**src/rtl/vfi_pkg.sv**
```systemverilog
package vfi_pkg;
    localparam int NCH     = 4;
    localparam int DW      = 16;
    localparam int AW      = 3;
    localparam int STAT_LO = 8;
    localparam int ACT_LO  = 14;

    localparam logic [AW-1:0] A_STAT = 3'd0;
    localparam logic [AW-1:0] A_MASK = 3'd1;
    localparam logic [AW-1:0] A_ACT0 = 3'd2;

    typedef enum logic [1:0] {
        ACT_NONE   = 2'b00,
        ACT_REGOFF = 2'b01,
        ACT_SYSOFF = 2'b10,
        ACT_RSVD   = 2'b11
    } fault_act_e;

    typedef struct packed {
        logic reg_off;
        logic sys_off;
    } act_req_t;

    function automatic act_req_t act_decode(input fault_act_e a);
        act_req_t r;
        r = '0;
        case (a)
            ACT_REGOFF: r.reg_off = 1'b1;
            ACT_SYSOFF: r.sys_off = 1'b1;
            ACT_RSVD:   r.sys_off = 1'b1;
            default:    r = '0;
        endcase
        return r;
    endfunction

    function automatic logic [AW-1:0] act_addr(input int ch);
        return A_ACT0 + AW'(ch);
    endfunction
endpackage

```
**src/rtl/vfi_persist.sv**
```systemverilog
module vfi_persist
    import vfi_pkg::*;
#(
    parameter int PERSIST_CYCLES = 16
) (
    input  logic           clk,
    input  logic           rst,
    input  logic [NCH-1:0] raw_i,
    output logic [NCH-1:0] conf_o
);
    localparam int CW = $clog2(PERSIST_CYCLES + 1);
    localparam logic [CW-1:0] LIMIT = CW'(PERSIST_CYCLES);

    for (genvar ch = 0; ch < NCH; ch++) begin : g_ch
        logic [CW-1:0] cnt_q;
        always_ff @(posedge clk) begin
            if (rst)
                cnt_q <= '0;
            else if (!raw_i[ch])
                cnt_q <= '0;
            else if (cnt_q != LIMIT)
                cnt_q <= cnt_q + 1'b1;
        end
        assign conf_o[ch] = (cnt_q == LIMIT);
    end


    raw_low_drops_conf_chk: assert property (@(posedge clk) disable iff (rst)
        (raw_i != '0 || raw_i == '0) |=> ((conf_o & ~$past(raw_i)) == '0));
endmodule

```
**src/rtl/vfi_status.sv**
```systemverilog
module vfi_status
    import vfi_pkg::*;
(
    input  logic           clk,
    input  logic           rst,
    input  logic [NCH-1:0] conf_i,
    input  logic           clr_i,
    output logic [NCH-1:0] rise_o,
    output logic [NCH-1:0] status_o
);
    logic [NCH-1:0] conf_q;
    logic [NCH-1:0] status_q;

    assign rise_o = conf_i & ~conf_q;

    always_ff @(posedge clk) begin
        if (rst) begin
            conf_q   <= '0;
            status_q <= '0;
        end else begin
            conf_q   <= conf_i;
            status_q <= rise_o | (clr_i ? '0 : status_q);
        end
    end

    assign status_o = status_q;


    rise_sets_status_chk: assert property (@(posedge clk) disable iff (rst)
        (rise_o != '0) |=> ((status_q & $past(rise_o)) == $past(rise_o)));


    read_clears_status_chk: assert property (@(posedge clk) disable iff (rst)
        (clr_i && rise_o == '0) |=> (status_q == '0));
endmodule

```
**src/rtl/vfi_action.sv**
```systemverilog
module vfi_action
    import vfi_pkg::*;
(
    input  logic                 clk,
    input  logic                 rst,
    input  logic [NCH-1:0]       rise_i,
    input  logic [NCH-1:0][1:0]  act_i,
    input  logic [NCH-1:0]       clr_i,
    output logic [NCH-1:0]       reg_off_o,
    output logic                 sys_off_o
);
    logic [NCH-1:0] dis_q;
    logic [NCH-1:0] sd_q;
    logic [NCH-1:0] dis_evt;
    logic [NCH-1:0] sd_evt;

    for (genvar ch = 0; ch < NCH; ch++) begin : g_ch
        act_req_t req;
        assign req         = act_decode(fault_act_e'(act_i[ch]));
        assign dis_evt[ch] = rise_i[ch] & req.reg_off;
        assign sd_evt[ch]  = rise_i[ch] & req.sys_off;

        always_ff @(posedge clk) begin
            if (rst || clr_i[ch]) begin
                dis_q[ch] <= 1'b0;
                sd_q[ch]  <= 1'b0;
            end else begin
                if (dis_evt[ch]) dis_q[ch] <= 1'b1;
                if (sd_evt[ch])  sd_q[ch]  <= 1'b1;
            end
        end
    end

    assign reg_off_o = dis_q;
    assign sys_off_o = |sd_q;


    regoff_event_chk: assert property (@(posedge clk) disable iff (rst)
        ((dis_evt & ~clr_i) != '0) |=> ((reg_off_o & $past(dis_evt & ~clr_i)) != '0));


    sysoff_event_chk: assert property (@(posedge clk) disable iff (rst)
        ((sd_evt & ~clr_i) != '0) |=> sys_off_o);


    action_clear_chk: assert property (@(posedge clk) disable iff (rst)
        (clr_i != '0) |=> ((reg_off_o & $past(clr_i)) == '0));
endmodule

```
**src/rtl/vreg_fault_irq.sv**
```systemverilog
module vreg_fault_irq
    import vfi_pkg::*;
#(
    parameter int PERSIST_CYCLES = 16
) (
    input  logic          clk,
    input  logic          rst,
    input  logic [3:0]    uv_raw_i,
    input  logic [2:0]    reg_addr,
    input  logic          reg_wr,
    input  logic          reg_rd,
    input  logic [15:0]   reg_wdata,
    output logic [15:0]   reg_rdata,
    output logic          irq_o,
    output logic [3:0]    reg_off_o,
    output logic          sys_off_o
);
    logic [NCH-1:0]      conf;
    logic [NCH-1:0]      rise;
    logic [NCH-1:0]      status;
    logic [NCH-1:0]      mask_q;
    logic [NCH-1:0][1:0] act_q;
    logic [NCH-1:0]      act_clr;
    logic                stat_rd;
    logic                unused_wbits;

    assign unused_wbits = ^{reg_wdata[13:12], reg_wdata[7:0]};
    assign stat_rd      = reg_rd && (reg_addr == A_STAT);

    vfi_persist #(.PERSIST_CYCLES(PERSIST_CYCLES)) persist_i (
        .clk(clk), .rst(rst), .raw_i(uv_raw_i), .conf_o(conf)
    );

    vfi_status status_i (
        .clk(clk), .rst(rst), .conf_i(conf), .clr_i(stat_rd),
        .rise_o(rise), .status_o(status)
    );

    always_ff @(posedge clk) begin
        if (rst)
            mask_q <= '0;
        else if (reg_wr && reg_addr == A_MASK)
            mask_q <= reg_wdata[STAT_LO +: NCH];
    end

    for (genvar ch = 0; ch < NCH; ch++) begin : g_act
        logic hit;
        assign hit         = reg_wr && (reg_addr == act_addr(ch));
        assign act_clr[ch] = hit && (reg_wdata[ACT_LO +: 2] == ACT_NONE);
        always_ff @(posedge clk) begin
            if (rst)
                act_q[ch] <= ACT_NONE;
            else if (hit)
                act_q[ch] <= reg_wdata[ACT_LO +: 2];
        end
    end

    vfi_action action_i (
        .clk(clk), .rst(rst), .rise_i(rise), .act_i(act_q), .clr_i(act_clr),
        .reg_off_o(reg_off_o), .sys_off_o(sys_off_o)
    );

    always_comb begin
        reg_rdata = '0;
        if (reg_addr == A_STAT)
            reg_rdata[STAT_LO +: NCH] = status;
        else if (reg_addr == A_MASK)
            reg_rdata[STAT_LO +: NCH] = mask_q;
        else
            for (int ch = 0; ch < NCH; ch++)
                if (reg_addr == act_addr(ch))
                    reg_rdata[ACT_LO +: 2] = act_q[ch];
    end

    assign irq_o = |(status & ~mask_q);


    masked_quiet_chk: assert property (@(posedge clk) disable iff (rst)
        (mask_q == '1) |-> !irq_o);
endmodule

```
**config.mk**
```make
export PLATFORM = sky130hd
export DESIGN_NAME = vreg_fault_irq
export DESIGN_NICKNAME = d
export VERILOG_FILES = /design/src/rtl/vfi_pkg.sv /design/src/rtl/vfi_persist.sv /design/src/rtl/vfi_status.sv /design/src/rtl/vfi_action.sv /design/src/rtl/vreg_fault_irq.sv
export SDC_FILE = /design/constraint.sdc
export NUM_CORES = 1
export LEC_CHECK = 0
export BUFFER_PORTS_ARGS = -buffer_cell sky130_fd_sc_hd__clkbuf_2
export CORE_AREA = 3 3 69 71
export DETAILED_ROUTE_END_ITERATION = 7
export DIE_AREA = 0 0 72 74
export PLACE_DENSITY_LB_ADDON = 0.05
export SLEW_MARGIN = 20
export SYNTH_ARGS = -nofsm -noshare
export SYNTH_HDL_FRONTEND = slang
export SYNTH_SLANG_ARGS = --single-unit
```
**constraint.sdc**
```tcl
create_clock -name clk -period 1.5 [get_ports clk]
set_input_delay 0.3 -clock clk [delete_from_list [all_inputs] [get_ports clk]]
set_output_delay 0.3 -clock clk [all_outputs]
set_load 0.01 [all_outputs]
```
==> results of run 1 <==
## cell usage after synthesis, types with 2 or more instances
master / n
nand2_1: 4
and4bb_2: 4
xor2_1: 8
nor4bb_1: 2
mux2i_1: 24
dfxtp_1: 48
ha_1: 8
buf_2: 6
o21a_1: 2
a21oi_1: 3
clkbuf_1: 2
inv_1: 15
a211oi_1: 2
nor3_1: 7
and2_1: 3
nand4b_2: 2
a22oi_1: 4
nor2_1: 39
xnor2_1: 8
nor3b_1: 4
nand2b_1: 2
o22ai_1: 2
buf_4: 11
nand3_1: 9
a31oi_1: 3
## registers in the layout, summed over array words and instances (netlist names)
register,flops
persist_i.g_ch.cnt_q,20
act_q,8
action_i.reg_off_o,4
action_i.sd_q,4
mask_q,4
status_i.conf_q,4
status_i.status_o,4
## per-stage QoR
step	setup TNS [ns]	cell area [µm²]	setup slack (ns)	total power, mW	instances
2_1_floorplan	0	2260	0.231	1.46	243
3_3_place_gp	0	2400	0.0877	1.51	310
3_5_place_dp	0	2400	0.0780	1.51	310
4_1_cts	-0.108	2520	-0.108	2.46	318
5_1_grt	-0.137	2530	-0.137	2.54	318
6_report	-0.0906	2530	-0.0906	2.42	318
## final cells by class
cell class / instances / area (µm²) / share of cell area [%]
Clock buffer: 5 / 68.8 / 2.72
Clock inverter: 3 / 46.3 / 1.83
Tap cell: 52 / 65.1 / 2.57
Timing Repair Buffer: 35 / 205 / 8.11
Multi-Input combinational cell: 159 / 1120 / 44.2
Inverter: 16 / 60.1 / 2.37
Sequential cell: 48 / 966 / 38.2
## what timing repair did
action,4_1_cts,5_1_grt
pin swaps,1,0
gates resized for setup,2,5
endpoints found under the setup margin,1,2
hold buffers,0,0
## report_power, final
group / internal (mW) / switching (mW)
clock network: 0.502 / 0.438
logic: 0.0735 / 0.101
registers: 1.29 / 0.0144
## cells by family after synthesis
logic type / count (synthesis)
other: 1
xor gates and xnor gates: 16
AOI/OAI and AO/OA: 21
buffers and inverters: 36
DFF: 48
and+or+nand+nor: 80
adders and majority gates: 8
muxes: 24
## per-layer routing
layer	global-route usage, %	vias up
met5	0	-
met4	6.05	0
met3	4.59	6
met2	24.0	41
met1	23.0	707
li1	-	832
## worst max-delay path: stages, from the launching register on
cell,delay (ns)
dfxtp_2,0.33
or4_4,0.52
clkbuf_2,0.14
## placed cells by master, fill, tap and decap left out, types with 3 or more instances in the layout
| master | Yosys | routed |
|---|---|---|
| and2_1 | 3 | 3 |
| a22oi_1 | 4 | 3 |
| a21oi_1 | 3 | 3 |
| clkbuf_2 | 0 | 27 |
| conb_1 | 1 | 10 |
| ha_1 | 8 | 8 |
| nand3_1 | 9 | 9 |
| nand2_1 | 4 | 4 |
| inv_1 | 15 | 15 |
| nor2_1 | 39 | 39 |
| xor2_1 | 8 | 8 |
| xnor2_1 | 8 | 8 |
| nor3_1 | 7 | 7 |
| and4bb_2 | 4 | 4 |
| mux2i_1 | 24 | 24 |
| a31oi_1 | 3 | 3 |
| clkbuf_8 | 0 | 5 |
| buf_4 | 11 | 6 |
| dfxtp_1 | 48 | 44 |
| nor3b_1 | 4 | 4 |
| dfxtp_2 | 0 | 4 |
## final timing paths
check,start,end,slack (ns),cells past startpoint
worst min register to register,action_i.reg_off_o[3],action_i.reg_off_o[3],0.48,1
worst min-delay path,reg_wdata[11],mask_q[3],0.24,3
worst max-delay path,action_i.sd_q[0],sys_off_o,-0.09,2
worst max register to register,persist_i.g_ch[1].cnt_q[0],persist_i.g_ch[1].cnt_q[1],0.15,6
==> flow_metrics.py, run 1 <==
metrics = {
    "global_routing": {
        "grt_pass1_vias": 1458,
        "grt_max_degree": 21,
        "grt_pass1_wl_mm": 6.74,
        "antenna_found_initial": 0,
        "gr-total-overflow": 0,
        "track_usage_pct": 16.4,
    },
    "drt": {
        "via_per_inst": 4.99,
        "highest_layer": "met4",
        "wl_mm": 4.10,
        "wl_per_cell_um": 12.9,
        "drc": 0,
        "drt_first_pass_iters": 4,
        "dr_wl_met2_mm": 1.72,
        "ant_nets": 0,
        "vias": 1586,
        "drt_iter0_drc": 76,
        "wl_met1_mm": 2.10,
        "dr_wl_met3_um": 217,
    },
    "synthesis": {
        "syn_area_per_cell_um2": 9.52,
        "ys.flop_type": "dfxtp_1",
        "synth.distinct_cells": 37,
        "synth_top_cell_area_share_pct": 43.1,
        "mappedNetlistArea_um2": 2230,
        "synth_cells": 234,
        "synth_edf_count": 0,
        "synth_warnings": 0,
        "synth_largest_area_cell": "dfxtp_1",
        "synth.area.top_cells": "dfxtp_1 (43%), mux2i_1 (11%), nor2_1 (6.6%)",
        "async_flop_share_pct": 0,
        "synthXorXnorAreaFrac_pct": 6.29,
        "synth_top_family_by_area": "simple AND/OR/NAND/NOR gates",
        "synth.ff_latch_count": 48,
        "yosys.area_share.simple_pct": 19.9,
        "synth_compound_area_share_pct": 6.63,
        "ys_seq_area_share_pct": 43.1,
        "synth_fa_ha_area_share_pct": 4.49,
        "synthMuxAreaShare_pct": 10.8,
    },
    "sta": {
        "setup_viol": 1,
        "fin_skew_ns": 0.00669,
        "post-route-worst-setup-slack_ns": -0.0906,
        "holdWs_ns": 0.240,
        "maxSlewViolCount": 0,
        "hold_viol_final": 0,
        "post-route-period-util_pct": 106,
        "fmax_mhz": 629,
        "rsz0062_at_grt": "true",
        "final.min_clock_period_ns": 1.59,
    },
    "status": {
        "status": "complete, but fails checks",
        "violations": "negative setup slack",
    },
    "die": {
        "initial_core_util_pct": 51.9,
        "ios": 49,
        "die_x_um": 72,
        "die_area_um2": 5330,
        "row_count": 24,
        "die_y_um": 74,
        "placeableCoreArea_um2": 4290,
    },
    "finish": {
        "num_antenna_cells": 0,
        "fin_nets": 300,
        "drive_above_1_share_pct": 21.1,
        "final_core_util_pct": 58.9,
        "area_growth_pct": 13.5,
        "fill_cells": 391,
    },
    "critical_path": {
        "worst-setup-path-type": "register to output pin",
        "endpoint_kind": "output pin",
        "crit_fanout": 2,
        "critPathRequiredTime_ns": 1.20,
        "start_kind": "register",
        "arrival_ns": 1.29,
    },
    "clock_network": {
        "post-cts-setup-buffers": 0,
        "cts_buffers": 5,
        "clk_latency_ns": 0.30,
        "cts_tree": "built",
        "cts_root_buf": "clkbuf_8",
        "path_clk_slew_ns": 0.09,
        "clock-sinks": 48,
        "clock_path_buffers": 2,
        "cts_htree_levels": 2,
    },
    "placement": {
        "portBuffers": 28,
        "dp_hpwl_mm": 3.01,
        "place_congestion": 0.749,
    },
    "power": {
        "vdd_ir_drop_max_v": 0.000840,
        "power_leakage_nw": 1.05,
        "powerDensity_nw_per_um2": 956,
    },
    "job": {
        "cap_viol_max_count": 0,
    },
    "worst_hold_path": {
        "hp-class": "input port to register",
    },
}
Power figures use the tool's default switching activity.
==> inputs of run 2 (changes only) <==
==> constraint.sdc (replaced) <==
create_clock -name clk -period 1.5 [get_ports clk]
set_input_delay 0.075 -clock clk [delete_from_list [all_inputs] [get_ports clk]]
set_output_delay 0.075 -clock clk [all_outputs]
set_load 0.01 [all_outputs]
==> flow_metrics.py, run 2 (synthesized netlist as in run 1, its figures left out) <==
metrics = {
    "critical_path": {
        "rrSetupSlack_ns": 0.17,
        "crit_end": "sys_off_o",
        "start_kind": "register",
        "path_delay_family": "simple AND/OR/NAND/NOR gates",
        "crit_path_top_delay_cell": "or4_1",
        "startpoint": "action_i.sd_q[2]",
        "path_depth": 2,
        "endpoint_kind": "output pin",
        "cpPeakStageDelay_ns": 0.53,
        "critPathRequiredTime_ns": 1.42,
        "reg2reg_to": "persist_i.g_ch[1].cnt_q[1]",
        "timing.critical_path.buf_inv": 1,
        "reg2reg_from": "persist_i.g_ch[1].cnt_q[0]",
        "crit_fanout": 2,
        "arrival_ns": 1.28,
        "worst-setup-path-type": "register to output pin",
        "reg2reg_depth": 6,
        "cp_cell_sequence": "or4_1 > clkbuf_2",
    },
    "clock_network": {
        "cts_htree_levels": 2,
        "clk_latency_ns": 0.29,
        "clock-sinks": 48,
        "path_clk_slew_ns": 0.08,
        "cts_resized": 0,
        "post-cts-setup-buffers": 0,
        "cts_tree": "built",
        "clock_path_buffers": 2,
        "cts_root_buf": "clkbuf_8",
        "hold_buffers": 0,
        "cts_buffers": 5,
    },
    "finish": {
        "reg_top3": "persist_i.g_ch.cnt_q (20), act_q (8)",
        "num_antenna_cells": 0,
        "fill_cells": 409,
        "regMostFlops": "persist_i.g_ch.cnt_q",
        "drive_above_1_share_pct": 17.7,
        "instances_no_fill": 317,
        "layout_common_cells": "dfxtp_1 (48), nor2_1 (39), clkbuf_2 (28), mux2i_1 (24), inv_1 (15)",
        "final_common_cell": "dfxtp_1",
        "final_core_util_pct": 57.5,
        "area_growth_pct": 10.9,
        "fin_nets": 299,
        "post-route-cell-area_um2": 2470,
        "largest_reg_flops": 20,
    },
    "sta": {
        "post-route-period-util_pct": 90.6,
        "tns_ns": 0,
        "setup_viol": 0,
        "rsz0062_at_grt": "false",
        "fmax_mhz": 736,
        "maxSlewViolCount": 0,
        "final.min_clock_period_ns": 1.36,
        "fin_skew_ns": 0.00688,
        "hold_viol_final": 0,
        "holdWs_ns": 0.0145,
        "post-route-worst-setup-slack_ns": 0.141,
    },
    "power": {
        "p_total_mw": 2.24,
        "powerDensity_nw_per_um2": 907,
        "power_leakage_nw": 1.03,
        "vdd_ir_drop_max_v": 0.000576,
    },
    "placement": {
        "place_congestion": 0.767,
        "dp_hpwl_mm": 2.92,
        "placed_cells": 309,
        "place_ws_ns": 0.200,
        "portBuffers": 28,
        "placed_cell_area_um2": 2380,
    },
    "global_routing": {
        "track_usage_pct": 15.9,
        "grt_max_degree": 21,
        "grt_use_met2_pct": 23.8,
        "grt_util_met1_pct": 21.5,
        "top_usage_layer": "met2",
        "gr-total-overflow": 0,
        "grtUsageMet3_pct": 4.46,
        "grt_pass1_vias": 1440,
        "antenna_found_initial": 0,
        "grt_pass1_wl_mm": 6.54,
    },
    "die": {
        "initial_core_util_pct": 51.9,
        "die_x_um": 72,
        "die_y_um": 74,
        "die_area_um2": 5330,
        "placeableCoreArea_um2": 4290,
        "row_count": 24,
        "ios": 49,
    },
    "worst_hold_path": {
        "hp-class": "input port to register",
        "min_path_cells": 3,
    },
    "drt": {
        "wl_per_cell_um": 12.5,
        "via_per_inst": 4.91,
        "drt_iter0_drc": 30,
        "drc": 0,
        "wl_mm": 3.96,
        "vias": 1555,
        "drt_first_pass_iters": 4,
        "ant_nets": 0,
    },
    "job": {
        "cap_viol_max_count": 0,
    },
    "status": {
        "status": "finished, final reports clean",
    },
}
[run 2: power by group]
| part | leakage, nW | total, mW | internal [mW] | switching, mW |
|---|---|---|---|---|
| Sequential | 0.388 | 1.31 | 1.29 | 0.0155 |
| Combinational | 0.598 | 0.162 | 0.0675 | 0.0949 |
| Clock | 0.0455 | 0.772 | 0.376 | 0.396 |
[run 2: per-layer routing]
layer | up-vias | wire (µm)
met3 | 5 | 255
met4 | 0 | 61
li1 | 831 | -
met1 | 675 | 2030
met2 | 44 | 1610
met5 | - | 0
[run 2: tightest hold or removal path: stages]
cell and delay [ns]:
clkbuf_2 0.08, mux2i_1 0.05, nor2_1 0.07
[run 2: how the worst min path moves through the flow]
stage                  startpoint        end  slack (ns)
detailed placement  reg_wdata[11]  mask_q[3]        0.32
global route        reg_wdata[11]  mask_q[3]        0.02
global placement    reg_wdata[11]  mask_q[3]        0.32
finish              reg_wdata[11]  mask_q[3]        0.01
CTS                 reg_wdata[11]  mask_q[3]       0.007
floorplan           reg_wdata[14]   act_q[2]        0.22
[run 2: layout make-up]
class                      count  area, µm²  area share [%]
sequential                    48        961            38.9
timing repair buffer          34        185            7.49
multi-input combinational    159       1110            44.9
clock buffer                   8       90.1            3.65
inverter                      16       60.1            2.43
tap                           52       65.1            2.63
